**src/rtl/dcl_pkg.sv**
```systemverilog
package dcl_pkg;
   typedef enum logic [1:0] {
      TSEL_LOW    = 2'b00,
      TSEL_SDI    = 2'b01,
      TSEL_FBDIV  = 2'b10,
      TSEL_OUTCLK = 2'b11
   } tsel_e;

   localparam int NULL_SLOTS = 1;
endpackage

```
**src/rtl/dcl_edge.sv**
```systemverilog
module dcl_edge #(
   parameter int           N    = 3,
   parameter logic [N-1:0] IDLE = '1
) (
   input  logic         clk,
   input  logic         rst_n,
   input  logic [N-1:0] sig,
   output logic [N-1:0] rise
);
   logic [N-1:0] prev_q;

   always_ff @(posedge clk) begin
      if (!rst_n) prev_q <= IDLE;
      else        prev_q <= sig;
   end

   for (genvar i = 0; i < N; i++) begin : g_bit
      assign rise[i] = sig[i] & ~prev_q[i];
   end
endmodule

```
**src/rtl/dcl_shifter.sv**
```systemverilog
module dcl_shifter #(
   parameter int W = 14
) (
   input  logic         clk,
   input  logic         rst_n,
   input  logic         en,
   input  logic         din,
   output logic [W-1:0] q,
   output logic [W-1:0] q_next
);
   assign q_next = en ? {q[W-2:0], din} : q;

   always_ff @(posedge clk) begin
      if (!rst_n) q <= '0;
      else        q <= q_next;
   end
endmodule

```
**src/rtl/dcl_test_mux.sv**
```systemverilog
module dcl_test_mux #(
   parameter bit REGISTERED = 1'b0
) (
   input  logic       clk,
   input  logic       rst_n,
   input  logic       en,
   input  logic [1:0] sel,
   input  logic       sdi,
   input  logic       fb,
   input  logic       oclk,
   output logic       test
);
   import dcl_pkg::*;

   logic pick;

   always_comb begin
      case (tsel_e'(sel))
         TSEL_SDI:    pick = sdi;
         TSEL_FBDIV:  pick = fb;
         TSEL_OUTCLK: pick = oclk;
         default:     pick = 1'b0;
      endcase
   end

   if (REGISTERED) begin : g_reg
      logic test_q;
      always_ff @(posedge clk) begin
         if (!rst_n) test_q <= 1'b0;
         else        test_q <= en & pick;
      end
      assign test = test_q;
   end else begin : g_comb
      assign test = en & pick;
   end
endmodule

```
**src/rtl/divcfg_loader.sv**
```systemverilog
module divcfg_loader #(
   parameter int M_W      = 9,
   parameter int N_W      = 2,
   parameter int T_W      = 2,
   parameter int M_MIN    = 8,
   parameter int M_MAX    = 28,
   parameter bit TEST_REG = 1'b0
) (
   input  logic           clk,
   input  logic           rst_n,
   input  logic [M_W-1:0] par_m,
   input  logic [N_W-1:0] par_n,
   input  logic           par_latch,
   input  logic           ser_clk,
   input  logic           ser_data,
   input  logic           ser_load,
   input  logic           fb_tap,
   input  logic           out_tap,
   output logic [M_W-1:0] m_val,
   output logic [N_W-1:0] n_val,
   output logic [T_W-1:0] t_val,
   output logic           m_bad,
   output logic           test_out
);
   import dcl_pkg::*;

   localparam int FRAME_W = T_W + NULL_SLOTS + N_W + M_W;
   localparam int M_LO    = 0;
   localparam int N_LO    = M_LO + M_W;
   localparam int T_LO    = N_LO + N_W + NULL_SLOTS;
   localparam logic [M_W-1:0] M_LO_LIM = M_W'(M_MIN);
   localparam logic [M_W-1:0] M_HI_LIM = M_W'(M_MAX);

   if (T_W != 2) begin : g_bad_tw
      $error("test select must be two bits");
   end
   if (M_MIN > M_MAX || M_MAX >= (1 << M_W)) begin : g_bad_range
      $error("lock range does not fit the M field");
   end

   function automatic logic [M_W-1:0] fld_m(input logic [FRAME_W-1:0] v);
      return v[M_LO +: M_W];
   endfunction
   function automatic logic [N_W-1:0] fld_n(input logic [FRAME_W-1:0] v);
      return v[N_LO +: N_W];
   endfunction
   function automatic logic [T_W-1:0] fld_t(input logic [FRAME_W-1:0] v);
      return v[T_LO +: T_W];
   endfunction

   logic [2:0] rise;
   logic       pl_rise, sclk_rise, sload_rise;

   dcl_edge #(.N(3), .IDLE(3'b111)) u_edge (
      .clk   (clk),
      .rst_n (rst_n),
      .sig   ({ser_load, ser_clk, par_latch}),
      .rise  (rise)
   );
   assign pl_rise    = rise[0];
   assign sclk_rise  = rise[1];
   assign sload_rise = rise[2];

   logic               shift_en;
   logic [FRAME_W-1:0] sr_q, sr_next;

   assign shift_en = par_latch & sclk_rise;

   dcl_shifter #(.W(FRAME_W)) u_shift (
      .clk    (clk),
      .rst_n  (rst_n),
      .en     (shift_en),
      .din    (ser_data),
      .q      (sr_q),
      .q_next (sr_next)
   );

   logic ser_take, par_take;
   assign ser_take = par_latch & ser_load & (sload_rise | sclk_rise);
   assign par_take = ~par_latch | pl_rise;

   always_ff @(posedge clk) begin
      if (!rst_n) begin
         m_val <= par_m;
         n_val <= par_n;
         t_val <= '0;
      end else if (ser_take) begin
         m_val <= fld_m(sr_next);
         n_val <= fld_n(sr_next);
         t_val <= fld_t(sr_next);
      end else if (par_take) begin
         m_val <= par_m;
         n_val <= par_n;
      end
   end

   assign m_bad = (m_val < M_LO_LIM) || (m_val > M_HI_LIM);

   dcl_test_mux #(.REGISTERED(TEST_REG)) u_tmux (
      .clk   (clk),
      .rst_n (rst_n),
      .en    (par_latch),
      .sel   (t_val),
      .sdi   (ser_data),
      .fb    (fb_tap),
      .oclk  (out_tap),
      .test  (test_out)
   );
endmodule

```
**config.mk**
```make
export PLATFORM = sky130hd
export DESIGN_NAME = divcfg_loader
export DESIGN_NICKNAME = d
export VERILOG_FILES = /design/src/rtl/dcl_pkg.sv /design/src/rtl/dcl_edge.sv /design/src/rtl/dcl_shifter.sv /design/src/rtl/dcl_test_mux.sv /design/src/rtl/divcfg_loader.sv
export SDC_FILE = /design/constraint.sdc
export NUM_CORES = 1
export LEC_CHECK = 0
export ABC_AREA = 1
export CAP_MARGIN = 30
export CORE_UTILIZATION = 54
export CTS_CLUSTER_DIAMETER = 200
export CTS_CLUSTER_SIZE = 8
export DETAILED_ROUTE_END_ITERATION = 8
export DONT_BUFFER_PORTS = 1
export PLACE_DENSITY_LB_ADDON = 0.2
export SETUP_SLACK_MARGIN = 0.15
export SLEW_MARGIN = 20
export SYNTH_ARGS = -nofsm -noshare
export SYNTH_HDL_FRONTEND = slang
export SYNTH_SLANG_ARGS = --single-unit
```
**constraint.sdc**
```tcl
create_clock -name clk -period 1.5 [get_ports clk]
set_clock_uncertainty 0.2 [all_clocks]
set_input_delay 0.15 -clock clk [delete_from_list [all_inputs] [get_ports clk]]
set_output_delay 0.15 -clock clk [all_outputs]
set_load 0.02 [all_outputs]
```
==> key figures <==
Power and ir drop
  – Seq pwr share: 0.505
  – Leakage: 0.917 nW
  – Peak VDD IR: 0.000903 V
  – Switching Power: 466 uW
  – Int Pwr: 1.36 mW
  – Clk pwr share: 0.349
  – PwrDens: 955 nW/um2
  – Switch share: 0.255
  – Comb power frac: 0.146

Setup path
  – Worst Path Arrival: 1260 ps
  – Worst R2R Setup Slack: 70 ps
  – Critical Path Max Stage Delay: 400 ps
  – Crit. End Element: output pin
  – Worst r2r src: u_edge.prev_q[1]
  – Crit Path Max Fanout: 2
  – Critical path data required time: 1150 ps
  – Startpoint Class: flop
  – Worst-path cell chain: nor2_1, o21ai_1, nor3_1, nand2_1
  – Worst reg2reg endpoint: m_val[7]
  – CP max-delay cell: edfxtp_1
  – Worst setup path class: flop to output pin
  – Worst r2r path cells: 6

STA
  – Final Critical Period: 1610 ps
  – Final worst-path cycle share: 1.08
  – Final setup slack of the worst path: -113 ps
  – Max-slew headroom: 0.512
  – Final Slew Violations: 0
  – RSZ-0062 raised after global routing: true
  – F_max: 0.620 GHz
  – Final setup viols: 1
  – Fin. Hold Viols: 0
  – Worst-Margin Slew: 733 ps

Cells and area
  – Area delta synth->final: 44.4%
  – # diodes: 0
  – Fillers: 132
  – Share of cells above drive strength 1: 0.284
  – Seq. cell area: 717 um2
  – Post-layout util: 0.849
  – Final #Nets: 226
  – Multi-input gate area: 603 um2

Floorplan
  – Die height: 51.5 um
  – Starting Density: 0.588
  – Die X: 51.5 um
  – Placeable Area: 2250 um2
  – Site Rows: 17
  – Die area: 2660 um2
  – I/O Pins: 34

Worst hold path
  – Hold path startpoint: rst_n
  – Hold path depth: 4
  – HP Class: input pin to flop
  – Hold worst-path end: n_val[0]

Yosys
  – Seq/Total Area, Yosys: 0.536
  – Netlist area before placement: 1330 um2
  – Synth warn: 0
  – Mapped Cells: 165
  – Syn Area/Cell: 8.03 um2
  – Mapped Nets: 184
  – Yosys reg bits: 30
  – Synth cell types: 18

Clocking
  – CTS tree: built
  – Clock transition at path regs: 100 ps
  – CTS H-Tree Depth: 2
  – Cts bufs inserted: 5
  – Worst-Skew Late Latency: 340 ps
  – Clk buf depth: 2
  – CTS Sinks: 30
  – Clk root buf: clkbuf_4

Place
  – IO Port Bufs: 0
  – GPL Wtd Cong: 0.768
  – DP Wirelength: 1810 um
  – DP Worst Slack: 82.4 ps

Run status
  – Status: complete, but fails checks
  – Failing checks: setup timing

Drt
  – Vias per cell: 5.42
  – Post-DRT Antenna Nets: 0
  – WL per Instance: 14.1 um
  – Vias: 1,280
  – Final WL: 3320 um
  – DRT iter0 DRCs: 36
  – Post-route DRC: 0
  – Drt pass-1 iters: 4

Global route
  – Total GRT Usage: 0.279
  – Largest net degree at the start of global routing: 26
  – Gr ovfl total: 0
  – Global-route wire length before repair: 5180 um
  – Vias in the first global route: 1,243
  – Antenna violations before repair: 0

Flow run
  – MaxCap Viol Count: 0
cells by family after synthesis:
| logic type | share of synthesized area |
|---|---|
| DFF | 0.536 |
| and+or+nand+nor | 0.337 |
| AOI/OAI and AO/OA | 0.0397 |
| buffers and inverters | 0.0869 |
critical path, delay by kind of cell, from the launching register on:
family | cells | cell delay (ps)
compound gates | 1 | 80
flops | 1 | 400
simple gates | 3 | 430
placed cells by master (no fill, tap or decap), drive strengths merged:
master        count
dlygate4sd3      17
buf              22
nand3             3
dlymetal6s4s      2
o21ai             2
or2               2
dfxtp            19
clkbuf            5
o211ai            1
nand4            14
inv              21
nor2             10
a21oi             3
nand2            60
and3             11
nor3              1
bufinv            1
o2111ai           1
edfxtp           11
clkinv            2
sequential cells by signal, indices dropped and copies added, names as in the netlist:
| signal | cells |
|---|---|
| t_val | 2 |
| n_val | 2 |
| u_shift.q | 14 |
| m_val | 9 |
| u_edge.prev_q | 3 |
synthesized netlist by cell type:
library cell  number  share of area
nand2_1           60           0.17
inv_1             21          0.059
dfxtp_1           19           0.29
nand4_1           14          0.066
and3_1            11          0.052
edfxtp_1          11           0.25
nor2_1            10          0.028
clkbuf_1           3         0.0085
a21oi_1            2         0.0076
buf_2              2         0.0076
buf_4              2          0.011
nand3_1            2         0.0076
o21ai_0            2         0.0076
or2_2              2         0.0094
a21oi_4            1          0.012
nor3_1             1         0.0038
o2111ai_1          1         0.0066
o211ai_1           1         0.0057
power by group through the flow:
stage	clock network (mW)	logic, mW	registers, mW
after CTS	0.644	0.248	0.921
final	0.638	0.266	0.923
after global placement	0	0.158	0.938
after global routing	0.683	0.287	0.928
after floorplan	0	0.0965	0.961
after detailed placement	0	0.161	0.939
how the worst max path moves through the flow:
| stage | start | end | slack [ps] |
|---|---|---|---|
| floorplan | u_edge.prev_q[1] | m_val[0] | 110 |
| global placement | u_edge.prev_q[2] | n_val[1] | 110 |
| detailed placement | u_edge.prev_q[2] | m_val[3] | 80 |
| CTS | m_val[6] | m_bad | -120 |
| global route | m_val[7] | m_bad | -160 |
| finish | m_val[7] | m_bad | -110 |
metal layers:
metal / share of wire / global-route usage / vias to the layer above / wire [um]
li1: - / - / 623 / -
met1: 0.41 / 0.304 / 570 / 1350
met2: 0.49 / 0.476 / 70 / 1620
met3: 0.076 / 0.0965 / 17 / 252
met4: 0.026 / 0.140 / 0 / 87
met5: 0 / 0 / - / 0
cell type report:
type / count / share of cell area
sequential: 30 / 0.375
timing repair buffer: 41 / 0.210
clock buffer: 5 / 0.0196
clock inverter: 3 / 0.0209
inverter: 21 / 0.0412
tap: 28 / 0.0183
multi-input combinational: 108 / 0.315
repair_timing:
action,in CTS,in global routing
hold endpoints to repair,41,0
buffers inserted,4,1
gates cloned,4,0
pin swaps,16,14
endpoints found under the setup margin,24,42
hold buffers,19,0
resized for setup,33,14
through the flow:
| stage | power (mW) | area (um2) | TNS, ps | hold slack, ps | instances |
|---|---|---|---|---|---|
| global route | 1.90 | 1910 | -162 | 41.4 | 236 |
| CTS | 1.81 | 1870 | -121 | 32.4 | 235 |
| detailed placement | 1.10 | 1440 | 0 | 28.5 | 200 |
| finish | 1.83 | 1910 | -113 | 36.6 | 236 |
| floorplan | 1.06 | 1340 | 0 | 56.6 | 165 |
| global placement | 1.10 | 1440 | 0 | 22.5 | 200 |
No activity file was read; power rests on OpenSTA's default activity.
